--- src/rtl/nas_pkg.sv ---
package nas_pkg;
   typedef enum logic [1:0] {
      PH_IDLE  = 2'd0,
      PH_SETUP = 2'd1,
      PH_PULSE = 2'd2,
      PH_DONE  = 2'd3
   } nas_phase_t;
endpackage

--- src/rtl/nas_bit_path.sv ---
module nas_bit_path #(
   parameter int ADDR_W    = 4,
   parameter bit INVERT    = 1'b1,
   parameter bit LSB_FIRST = 1'b1
) (
   input  logic [ADDR_W-1:0] raw_addr,
   input  logic [ADDR_W-1:0] work,
   output logic [ADDR_W-1:0] load_val,
   output logic [ADDR_W-1:0] next_val,
   output logic              cur_bit
);
   localparam logic [ADDR_W-1:0] FLIP_MASK = {ADDR_W{1'b1}};

   generate
      if (INVERT) begin : g_inv
         assign load_val = raw_addr ^ FLIP_MASK;
      end else begin : g_pass
         assign load_val = raw_addr;
      end

      if (LSB_FIRST) begin : g_lsb
         assign next_val = work >> 1;
         assign cur_bit  = work[0];
      end else begin : g_msb
         assign next_val = work << 1;
         assign cur_bit  = work[ADDR_W-1];
      end
   endgenerate
endmodule

--- src/rtl/nas_shift_engine.sv ---
module nas_shift_engine
   import nas_pkg::*;
#(
   parameter int ADDR_W    = 4,
   parameter bit INVERT    = 1'b1,
   parameter bit LSB_FIRST = 1'b1
) (
   input  logic              clk,
   input  logic              rst,
   input  logic              launch,
   input  logic [ADDR_W-1:0] launch_addr,
   output logic              ser_clk,
   output logic              ser_data,
   output logic              eng_busy,
   output logic              eng_done
);
   localparam int CNT_W = (ADDR_W > 1) ? $clog2(ADDR_W) : 1;
   localparam logic [CNT_W-1:0] LAST_IDX = CNT_W'(ADDR_W - 1);

   nas_phase_t        phase;
   logic [ADDR_W-1:0] work;
   logic [CNT_W-1:0]  bit_idx;
   logic [ADDR_W-1:0] load_val;
   logic [ADDR_W-1:0] next_val;
   logic              cur_bit;

   nas_bit_path #(
      .ADDR_W   (ADDR_W),
      .INVERT   (INVERT),
      .LSB_FIRST(LSB_FIRST)
   ) path_i (
      .raw_addr(launch_addr),
      .work    (work),
      .load_val(load_val),
      .next_val(next_val),
      .cur_bit (cur_bit)
   );

   always_ff @(posedge clk) begin
      if (rst) begin
         phase   <= PH_IDLE;
         work    <= '0;
         bit_idx <= '0;
      end else begin
         case (phase)
            PH_IDLE, PH_DONE: begin
               if (launch) begin
                  phase   <= PH_SETUP;
                  work    <= load_val;
                  bit_idx <= '0;
               end else begin
                  phase <= PH_IDLE;
               end
            end
            PH_SETUP: phase <= PH_PULSE;
            PH_PULSE: begin
               if (bit_idx == LAST_IDX) begin
                  phase <= PH_DONE;
               end else begin
                  phase   <= PH_SETUP;
                  bit_idx <= bit_idx + 1'b1;
                  work    <= next_val;
               end
            end
            default: phase <= PH_IDLE;
         endcase
      end
   end

   always_comb begin
      eng_busy = (phase == PH_SETUP) || (phase == PH_PULSE);
      ser_clk  = (phase == PH_PULSE);
      ser_data = eng_busy && cur_bit;
      eng_done = (phase == PH_DONE);
   end
endmodule

--- src/rtl/nas_sweep_seq.sv ---
module nas_sweep_seq #(
   parameter int ADDR_W   = 4,
   parameter int SLOT_CNT = 16
) (
   input  logic              clk,
   input  logic              rst,
   input  logic              sweep_go,
   input  logic              eng_done,
   output logic              seq_active,
   output logic              cont_launch,
   output logic              last_done,
   output logic [ADDR_W-1:0] next_slot
);
   localparam logic [ADDR_W-1:0] TOP_SLOT = ADDR_W'(SLOT_CNT - 1);

   logic [ADDR_W-1:0] slot;

   always_ff @(posedge clk) begin
      if (rst) begin
         seq_active <= 1'b0;
         slot       <= '0;
      end else if (sweep_go) begin
         seq_active <= 1'b1;
         slot       <= TOP_SLOT;
      end else if (seq_active && eng_done) begin
         if (slot == '0) begin
            seq_active <= 1'b0;
         end else begin
            slot <= slot - 1'b1;
         end
      end
   end

   always_comb begin
      cont_launch = seq_active && eng_done && (slot != '0);
      last_done   = seq_active && eng_done && (slot == '0);
      next_slot   = slot - 1'b1;
   end
endmodule

--- src/rtl/nas_addr_shifter.sv ---
module nas_addr_shifter #(
   parameter int ADDR_W    = 4,
   parameter int SLOT_CNT  = 16,
   parameter bit INVERT    = 1'b1,
   parameter bit LSB_FIRST = 1'b1
) (
   input  logic              clk,
   input  logic              rst,
   input  logic              start,
   input  logic [ADDR_W-1:0] addr_in,
   input  logic              sweep_start,
   output logic              ser_clk,
   output logic              ser_data,
   output logic              busy,
   output logic              done,
   output logic              sweep_done,
   output logic [ADDR_W-1:0] slot_addr
);
   localparam logic [ADDR_W-1:0] TOP_SLOT = ADDR_W'(SLOT_CNT - 1);

   generate
      if (ADDR_W < 1) begin : g_bad_width
         $error("ADDR_W must be at least 1");
      end
      if (SLOT_CNT < 2 || SLOT_CNT > (1 << ADDR_W)) begin : g_bad_slots
         $error("SLOT_CNT must lie in 2 .. 2**ADDR_W");
      end
   endgenerate

   logic              eng_busy;
   logic              eng_done;
   logic              seq_active;
   logic              cont_launch;
   logic              last_done;
   logic [ADDR_W-1:0] next_slot;
   logic              sweep_go;
   logic              shot_go;
   logic              launch;
   logic [ADDR_W-1:0] launch_addr;

   always_comb begin
      busy        = eng_busy || (seq_active && !last_done);
      sweep_go    = sweep_start && !busy;
      shot_go     = start && !sweep_start && !busy;
      launch      = sweep_go || shot_go || cont_launch;
      if (sweep_go)         launch_addr = TOP_SLOT;
      else if (cont_launch) launch_addr = next_slot;
      else                  launch_addr = addr_in;
      done        = eng_done;
      sweep_done  = last_done;
   end

   always_ff @(posedge clk) begin
      if (rst)         slot_addr <= '0;
      else if (launch) slot_addr <= launch_addr;
   end

   nas_shift_engine #(
      .ADDR_W   (ADDR_W),
      .INVERT   (INVERT),
      .LSB_FIRST(LSB_FIRST)
   ) engine_i (
      .clk        (clk),
      .rst        (rst),
      .launch     (launch),
      .launch_addr(launch_addr),
      .ser_clk    (ser_clk),
      .ser_data   (ser_data),
      .eng_busy   (eng_busy),
      .eng_done   (eng_done)
   );

   nas_sweep_seq #(
      .ADDR_W  (ADDR_W),
      .SLOT_CNT(SLOT_CNT)
   ) seq_i (
      .clk        (clk),
      .rst        (rst),
      .sweep_go   (sweep_go),
      .eng_done   (eng_done),
      .seq_active (seq_active),
      .cont_launch(cont_launch),
      .last_done  (last_done),
      .next_slot  (next_slot)
   );
endmodule

--- config.mk ---
export PLATFORM = sky130hd
export DESIGN_NAME = nas_addr_shifter
export DESIGN_NICKNAME = d
export VERILOG_FILES = /design/src/rtl/nas_pkg.sv /design/src/rtl/nas_bit_path.sv /design/src/rtl/nas_shift_engine.sv /design/src/rtl/nas_sweep_seq.sv /design/src/rtl/nas_addr_shifter.sv
export SDC_FILE = /design/constraint.sdc
export NUM_CORES = 1
export LEC_CHECK = 0
export ABC_AREA = 1
export BUFFER_PORTS_ARGS = -buffer_cell sky130_fd_sc_hd__buf_2
export CAP_MARGIN = 20
export CORE_UTILIZATION = 49
export DETAILED_ROUTE_END_ITERATION = 8
export PLACE_DENSITY_LB_ADDON = 0.3
export REMOVE_ABC_BUFFERS = 1
export SLEW_MARGIN = 20
export SYNTH_ARGS = -nofsm -noshare
export SYNTH_HDL_FRONTEND = slang
export SYNTH_SLANG_ARGS = --single-unit
--- constraint.sdc ---
create_clock -name clk -period 1.35 [get_ports clk]
set_clock_uncertainty 0.1 [all_clocks]
set_input_delay 0.135 -clock clk [delete_from_list [all_inputs] [get_ports clk]]
set_output_delay 0.135 -clock clk [all_outputs]
set_load 0.01 [all_outputs]
==> results_dict.tcl, run 1 <==
set metrics [dict create \
    outcome "finished with violations" \
    violations "negative setup slack" \
    drc 0 \
    grt.total_usage_pct 26.26 \
    hold_violations 0 \
    p_per_area_nw_per_um2 2040 \
    synth_area_per_cell_um2 6.801 \
    top_layer "met4" \
    ys.flop_type "dfxtp_1" \
    grt_pass1_wl_mm 4.084 \
    vias_per_cell 5.435 \
    synth_edf_count 0 \
    synth-compound-area-share_pct 6.383 \
    yosys.area_share.adder_pct 6.258 \
    critPathArrivalTime_ps 1740 \
    placed_area_um2 1214 \
    antenna_found_initial 0 \
    synth.distinct_cells 21 \
    grt_max_degree 18 \
    first_pass_iters 4 \
    ant_nets 0 \
    setup_ws_ps -293.7 \
    holdCritStartpoint "addr_in[3]" \
    clk_root_buffer_cell "clkbuf_4" \
    synthTopCellsByCount "nand2_1, inv_1, nor2_1" \
    ff2ff_path_depth 12 \
    ys_warn_count 0 \
    start_util_pct 54.91 \
    drtIter0Drc 40 \
    synth.area.mux_share_pct 0 \
    routed_wl_mm 2.980 \
    hp-class "in -> reg" \
    design.core.area_um2 1821 \
    rsz0062_at_grt "yes" \
    tritoncts "done" \
    yosysMostFrequentCell "nand2_1" \
    layout-drive-gt1-share_pct 46.56 \
    io_pins 17 \
    worst_hold_path.num_cells 5 \
    critPathMaxFanout 4 \
    drv_cap 0 \
    detail_route.wirelength.met1_mm 1.185 \
    wl_per_cell_um 13.93 \
    hold_ws_ps 111.1 \
    finalSetupViolCount 20 \
    rows 15 \
    crit_path_start_kind "flop" \
    grt_pass1_vias 1001 \
    crit_slowest_cell "dfxtp_1" \
    synth_area_leaders "dfxtp_1, nand2_1, inv_1" \
    crit_type "reg -> reg" \
    wl_met3_um 166 \
    regToRegStartpoint "seq_i.slot[0]" \
    clk_pin_slew_ps 110 \
    die_y_um 47.17 \
    layout_min_cycle_time_ps 1644 \
    slew-limit-headroom_pct 65.08 \
    n_antenna_cell 0 \
    drv_slew 0 \
    tightest_slew_ps 523.2 \
    clock_latency_ps 300 \
    worstReg2RegEnd "engine_i.work[2]" \
    hold_path_end "slot_addr[3]" \
    synth_top_family_by_area "simple AND/OR/NAND/NOR gates" \
    met2_length_mm 1.457 \
    ir_drop_uv 1367 \
    r2r_slack_ps -290 \
    syn_area_um2 999.7 \
    crit_chain "inv_2, ha_4, inv_1, nand2_1, nand2_1, nand3_1, nand2_2, inv_1, nand3_1, nand2_1, nor2_2, nor2_1" \
    total_leakage_power_nw 0.8187 \
    cpMostUsedCell "nand2_1" \
    grt_overflow_total 0 \
    dpl.hpwl_mm 1.626 \
    place_congestion 0.8410 \
    area_delta_synth_final_pct 57.45 \
    die_w_um 47.17 \
    total_power_mw 3.211 \
    yosys.area_share.xor_xnor_pct 0 \
    htree_levels 1 \
    cts_made_buffers 3 \
    design_area_um2 1574 \
    crit_required_ps 1450 \
    max_freq_mhz 608.4 \
    cts_sinks 17 \
    layout.nets 203 \
    synth.yosys.seq_area_share_pct 34.04 \
    post-route-util_pct 86.46 \
    synth-simple-area-share_pct 41.68 \
    numPortBuffers 16 \
    die_area_um2 2225 \
    cts_max_path_buffers 2 \
    synth-async-reset-ratio_pct 0 \
    synth_top_area_cell "dfxtp_1" \
    ys_ff_latch 17 \
    cpPeakStageDelay_ps 380 \
    crit_path_end_kind "flop" \
    fin_crit_sh_pct 121.8 \
    synthCells 147 \
    vias 1163 \
    synth_top_area_share_pct 34.04 \
]
[where the power goes]
group          internal (mW)  switching, mW  total [mW]
logic                  0.953           1.15        2.11
clock network          0.110          0.176       0.287
registers              0.689          0.129       0.818
total                   1.75           1.46        3.21
[per-stage QoR]
stage / TNS (ps) / std cells / setup slack (ps)
global route: -4641 / 214 / -330.6
global placement: -2349 / 199 / -217.1
floorplan: -2574 / 144 / -231.7
detailed placement: -3471 / 199 / -320.9
finish: -3334 / 214 / -293.7
CTS: -2501 / 207 / -213.2
[layout by cell type (no fill, tap or decap), types with 4 or more instances in the layout]
| master | Yosys | layout |
|---|---|---|
| buf_6 | 0 | 9 |
| buf_2 | 3 | 14 |
| dfxtp_1 | 17 | 15 |
| nand3_4 | 2 | 5 |
| ha_4 | 0 | 4 |
| o211ai_1 | 4 | 4 |
| nand2_1 | 40 | 31 |
| nand3_1 | 8 | 5 |
| inv_1 | 25 | 21 |
| nor2_1 | 20 | 17 |
| nand2_4 | 2 | 5 |
| buf_4 | 0 | 15 |
| nand2_2 | 2 | 7 |
[cell type report]
cell class | count | area (um^2)
Multi-Input combinational cell | 102 | 754.5
Sequential cell | 17 | 347.8
Timing Repair Buffer | 39 | 304.0
Fill cell | 102 | 246.5
Inverter | 27 | 108.9
Tap cell | 25 | 31.28
Clock buffer | 3 | 22.52
Clock inverter | 1 | 5.005
[flip-flops by register name (all words and copies together) (netlist names)]
name              flops
seq_i.seq_active      1
seq_i.slot            4
engine_i.bit_idx      2
engine_i.phase        2
slot_addr             4
engine_i.work         4
[logic make-up (layout without fill, tap and decap cells)]
group                      after synthesis  after routing
AOI/OAI and AO/OA                       10             10
adders and majority gates                5              5
buffers and inverters                   30             70
DFF                                     17             17
and+or+nand+nor                         85             87
[worst max path at each step]
stage	start	endpoint	slack [ps]	cells past startpoint
after floorplan	engine_i.phase[0]	engine_i.work[3]	-230	10
after global placement	engine_i.phase[0]	engine_i.work[1]	-220	10
after detailed placement	engine_i.phase[0]	engine_i.work[2]	-320	10
after CTS	engine_i.phase[1]	busy	-210	7
after global routing	seq_i.slot[0]	engine_i.work[2]	-330	12
final	seq_i.slot[0]	engine_i.work[2]	-290	12
[repair_timing]
item                                   4_1_cts  5_1_grt
setup buffers                                3        6
pin swaps                                   13       15
gates cloned                                 1        1
endpoints found under the hold margin        0        0
gates resized for setup                     46       17
hold buffers                                 0        0
setup endpoints to repair                   20       20
[worst max-delay path, delay by kind of cell (launching register included)]
kind,cells,cell delay [ps]
DFF,1,380
and+or+nand+nor,8,700
adders and majority gates,1,180
buffers and inverters,3,190
[metal layers]
metal  GRT usage [%]  vias up
li1                -      549
met2           48.06       60
met1           30.25      532
met5               0        -
met3           3.077       22
met4           12.00        0
(Power assumes the default switching activity.)
==> run 2: changes to the inputs <==
--- a/config.mk
+++ b/config.mk
@@ -8,6 +8,7 @@
 export ABC_AREA = 1
 export BUFFER_PORTS_ARGS = -buffer_cell sky130_fd_sc_hd__buf_2
 export CAP_MARGIN = 20
+export CORE_MARGIN = 1.5
 export CORE_UTILIZATION = 49
 export DETAILED_ROUTE_END_ITERATION = 8
 export PLACE_DENSITY_LB_ADDON = 0.3
==> constraint.sdc (replaced) <==
create_clock -name clk -period 1.94 [get_ports clk]
set_clock_uncertainty 0.1 [all_clocks]
set_input_delay 0.194 -clock clk [delete_from_list [all_inputs] [get_ports clk]]
set_output_delay 0.194 -clock clk [all_outputs]
set_load 0.01 [all_outputs]
==> results_dict.tcl, run 2 (same netlist as run 1, synthesis figures left out) <==
set metrics [dict create \
    finalNonFillerCells 191 \
    layout_commonest_cell "nand2_1" \
    grt_overflow_total 0 \
    vias_per_cell 4.827 \
    top_regs "engine_i.work: 4 flops, seq_i.slot: 4 flops, slot_addr: 4 flops" \
    cpPeakStageDelay_ps 330 \
    place_congestion 0.7946 \
    multiInputGateArea_um2 543.0 \
    layout_min_cycle_time_ps 1744 \
    grt.total_usage_pct 19.15 \
    crit_path_end_kind "output pin" \
    place_inst 187 \
    ant_nets 0 \
    wl_per_cell_um 10.12 \
    layout.nets 178 \
    design.core.area_um2 1942 \
    worstReg2RegEnd "engine_i.work[3]" \
    critPathMaxFanout 4 \
    start_util_pct 51.48 \
    hold_path_end "slot_addr[1]" \
    rsz0062_at_grt "no" \
    drv_slew 0 \
    cts-resized-gates 0 \
    cts_sinks 17 \
    grt_max_degree 18 \
    hold_buffers 0 \
    crit_path_start_kind "flop" \
    io_pins 17 \
    grt_pass1_wl_mm 3.098 \
    grt_pass1_vias 731 \
    clk_pin_slew_ps 110 \
    slew-limit-headroom_pct 67.62 \
    clock_latency_ps 300 \
    drtIter0Drc 31 \
    fin_crit_sh_pct 89.89 \
    setup_ws_ps 196.1 \
    fin_tns_setup_ps 0 \
    post_cts_buffers 0 \
    regArea_um2 340.3 \
    die_y_um 48.17 \
    total_power_mw 1.512 \
    crit_chain "inv_1, ha_1, nand3_2, nand2_2, nand2_1, buf_2" \
    tightest_slew_ps 485.1 \
    htree_levels 1 \
    tritoncts "done" \
    p_per_area_nw_per_um2 1344 \
    holdCritStartpoint "addr_in[1]" \
    ff2ff_path_depth 7 \
    drc 0 \
    critPathArrivalTime_ps 1450 \
    hp-class "in -> reg" \
    hold_violations 0 \
    drv_cap 0 \
    outcome "finished clean" \
    antenna_found_initial 0 \
    routed_wl_mm 1.933 \
    clk_root_buffer_cell "clkbuf_4" \
    die_w_um 48.17 \
    dpl.hpwl_mm 1.455 \
    crit_type "reg -> out" \
    numPortBuffers 16 \
    gr-usage-met3_pct 2.222 \
    rows 16 \
    total_leakage_power_nw 0.6547 \
    vias 922 \
    ir_drop_uv 749.2 \
    finalSetupViolCount 0 \
    crit_required_ps 1650 \
    cts_max_path_buffers 2 \
    top_usage_layer "met2" \
    use_met2_pct 28.95 \
    max_freq_mhz 573.4 \
    r2r_slack_ps 200 \
    use_met1_pct 27.44 \
    layout-drive-gt1-share_pct 19.51 \
    area_delta_synth_final_pct 12.52 \
    worst_hold_path.num_cells 5 \
    cts_made_buffers 3 \
    first_pass_iters 4 \
    die_area_um2 2320 \
    crit_slowest_cell "dfxtp_1" \
    n_antenna_cell 0 \
    regToRegStartpoint "engine_i.phase[0]" \
    final_cell_mix "nand2_1, inv_1, nor2_1" \
    dp_slack_ps 199.3 \
    fill_cells 208 \
]
-- run 2: cell types whose count changed in the layout (fill, tap and decap cells not counted), moves of 4 or more --
cell,delta
buf_4,-15
buf_6,-9
nand2_1,+9
nand2_2,-5
ha_1,+4
ha_4,-4
inv_1,+4
o21ai_0,+4
-- run 2: critical path, delay by kind of cell, from the launching register on --
family / cells / cell delay, ps
AND/OR/NAND/NOR: 3 / 290
flip-flops: 1 / 330
adder cells (fa/ha/maj): 1 / 260
buffers and inverters: 2 / 260
-- run 2: cell type report --
cell class,count,area share (%)
Tap cell,27,3.003
Sequential cell,17,30.26
Inverter,27,9.010
Multi-Input combinational cell,100,48.28
Clock buffer,4,2.336
Timing Repair Buffer,16,7.119
-- run 2: per-layer routing --
metal | up-vias | part of all wire (%)
met5 | - | 0
met4 | 0 | 1.5
met3 | 4 | 5.3
met2 | 30 | 44
met1 | 400 | 49
li1 | 488 | -
-- run 2: how the worst max path moves through the flow --
| stage | startpoint | end | slack, ps | cells after the start |
|---|---|---|---|---|
| 2_1_floorplan | engine_i.phase[0] | engine_i.work[3] | 360 | 10 |
| 3_3_place_gp | engine_i.phase[0] | engine_i.work[3] | 230 | 7 |
| 3_5_place_dp | engine_i.phase[0] | engine_i.work[3] | 200 | 7 |
| 4_1_cts | engine_i.phase[1] | busy | 180 | 7 |
| 5_1_grt | engine_i.phase[0] | engine_i.work[1] | 40 | 7 |
| 6_report | seq_i.slot[0] | busy | 200 | 6 |
-- run 2: metrics by stage --
step | area, um^2 | hold slack, ps | utilization, %
2_1_floorplan | 984.7 | 321.0 | -
3_3_place_gp | 1099 | 368.8 | 56.57
3_5_place_dp | 1099 | 401.0 | 56.57
4_1_cts | 1125 | 136.2 | 57.93
5_1_grt | 1125 | 178.2 | 57.93
6_report | 1125 | 144.4 | 57.93
-- run 2: report_power, final --
group          switching, mW  internal (mW)  leakage [nW]
sequential            0.0713          0.472         0.141
combinational          0.481          0.289         0.499
clock                  0.118         0.0801        0.0150
total                  0.671          0.841         0.655
==> run 3: changes to the inputs <==
--- a/config.mk
+++ b/config.mk
@@ -8,10 +8,11 @@
 export ABC_AREA = 1
 export BUFFER_PORTS_ARGS = -buffer_cell sky130_fd_sc_hd__buf_2
 export CAP_MARGIN = 20
-export CORE_MARGIN = 1.5
+export CORE_MARGIN = 3
 export CORE_UTILIZATION = 49
 export DETAILED_ROUTE_END_ITERATION = 8
 export PLACE_DENSITY_LB_ADDON = 0.3
+export RECOVER_POWER = 100
 export REMOVE_ABC_BUFFERS = 1
 export SLEW_MARGIN = 20
 export SYNTH_ARGS = -nofsm -noshare
==> results_dict.tcl, run 3 (same netlist as run 1, synthesis figures left out) <==
set metrics [dict create \
    area_delta_synth_final_pct 12.14 \
    fill_cells 170 \
    fin_crit_sh_pct 91.05 \
    antenna_found_initial 0 \
    critPathArrivalTime_ps 1470 \
    grt.total_usage_pct 18.63 \
    regArea_um2 340.3 \
    slew-limit-headroom_pct 66.19 \
    cts_sinks 17 \
    tritoncts "done" \
    wl_per_cell_um 10.78 \
    dpl.hpwl_mm 1.577 \
    clk_root_buffer_cell "clkbuf_4" \
    numPortBuffers 16 \
    drc 0 \
    hp-class "in -> reg" \
    max_freq_mhz 566.1 \
    crit_path_start_kind "flop" \
    vias 926 \
    place_inst 185 \
    hold_ws_ps 164.0 \
    die_w_um 51.17 \
    grt_pass1_wl_mm 3.739 \
    cts_max_path_buffers 2 \
    rows 15 \
    grt_pass1_vias 880 \
    final_cell_mix "nand2_1, inv_1, nor2_1" \
    layout-drive-gt1-share_pct 13.41 \
    routed_wl_mm 2.038 \
    crit_path_end_kind "output pin" \
    design.core.area_um2 1821 \
    start_util_pct 54.91 \
    post_cts_buffers 0 \
    post-route-util_pct 61.58 \
    drv_cap 0 \
    drv_slew 0 \
    clock_latency_ps 290 \
    layout_min_cycle_time_ps 1766 \
    grt_max_degree 18 \
    die_area_um2 2618 \
    first_pass_iters 4 \
    die_y_um 51.17 \
    tightest_slew_ps 506.5 \
    cts-resized-gates 0 \
    crit_required_ps 1650 \
    rsz0062_at_grt "no" \
    ir_drop_uv 845.7 \
    drtIter0Drc 25 \
    ant_nets 0 \
    vias_per_cell 4.899 \
    multiInputGateArea_um2 551.8 \
    p_per_area_nw_per_um2 1355 \
    hold_buffers 0 \
    layout.nets 178 \
    total_leakage_power_nw 0.6251 \
    place_congestion 0.8881 \
    layout_commonest_cell "nand2_1" \
    cts_made_buffers 3 \
    crit_type "reg -> out" \
    htree_levels 1 \
    top_regs "engine_i.work: 4 flops, seq_i.slot: 4 flops, slot_addr: 4 flops" \
    grt_overflow_total 0 \
    n_antenna_cell 0 \
    finalNonFillerCells 189 \
    clk_pin_slew_ps 100 \
    fin_tns_setup_ps 0 \
    outcome "finished clean" \
    hold_violations 0 \
    io_pins 17 \
    critPathMaxFanout 7 \
    finalSetupViolCount 0 \
]
## run 3: routing by layer
metal | share of wire, % | track usage, %
met1 | 46 | 24.28
met2 | 46 | 32.40
met4 | 0.49 | 2.691
met5 | 0 | 0
met3 | 7.2 | 3.499
## run 3: path summary, 6_finish.rpt
path | cells after the start | endpoint | startpoint | slack, ps
max | 4 | ser_data | engine_i.phase[0] | 170
min | 5 | slot_addr[1] | addr_in[1] | 160
max reg2reg | 10 | slot_addr[0] | engine_i.phase[0] | 220
min reg2reg | 2 | engine_i.bit_idx[1] | engine_i.bit_idx[1] | 400
## run 3: through the flow
step | worst slack, ps | instance area, um^2 | total power, mW
3_5_place_dp | 181.0 | 1096 | 1.344
5_1_grt | 18.27 | 1121 | 1.694
6_report | 173.7 | 1121 | 1.519
2_1_floorplan | 358.3 | 984.7 | 1.161
3_3_place_gp | 250.1 | 1096 | 1.302
4_1_cts | 159.8 | 1122 | 1.534
## run 3: area by class of cell
cell class              count  share of cell area, %
well taps                  25                  2.790
repair buffers             16                  6.250
clock buffers               4                  2.344
flip-flops and latches     17                  30.36
inverters                  27                  9.040
multi-input cells         100                  49.22
## run 3: critical path: stages (launching register included)
cell and delay [ps]:
dfxtp_1 370, inv_1 60, ha_1 450, nor2_1 150
clkbuf_1 160
## run 3: power by group
group / internal, mW / switching, mW
sequential: 0.472 / 0.0784
clock: 0.0798 / 0.110
combinational: 0.282 / 0.496
total: 0.834 / 0.685
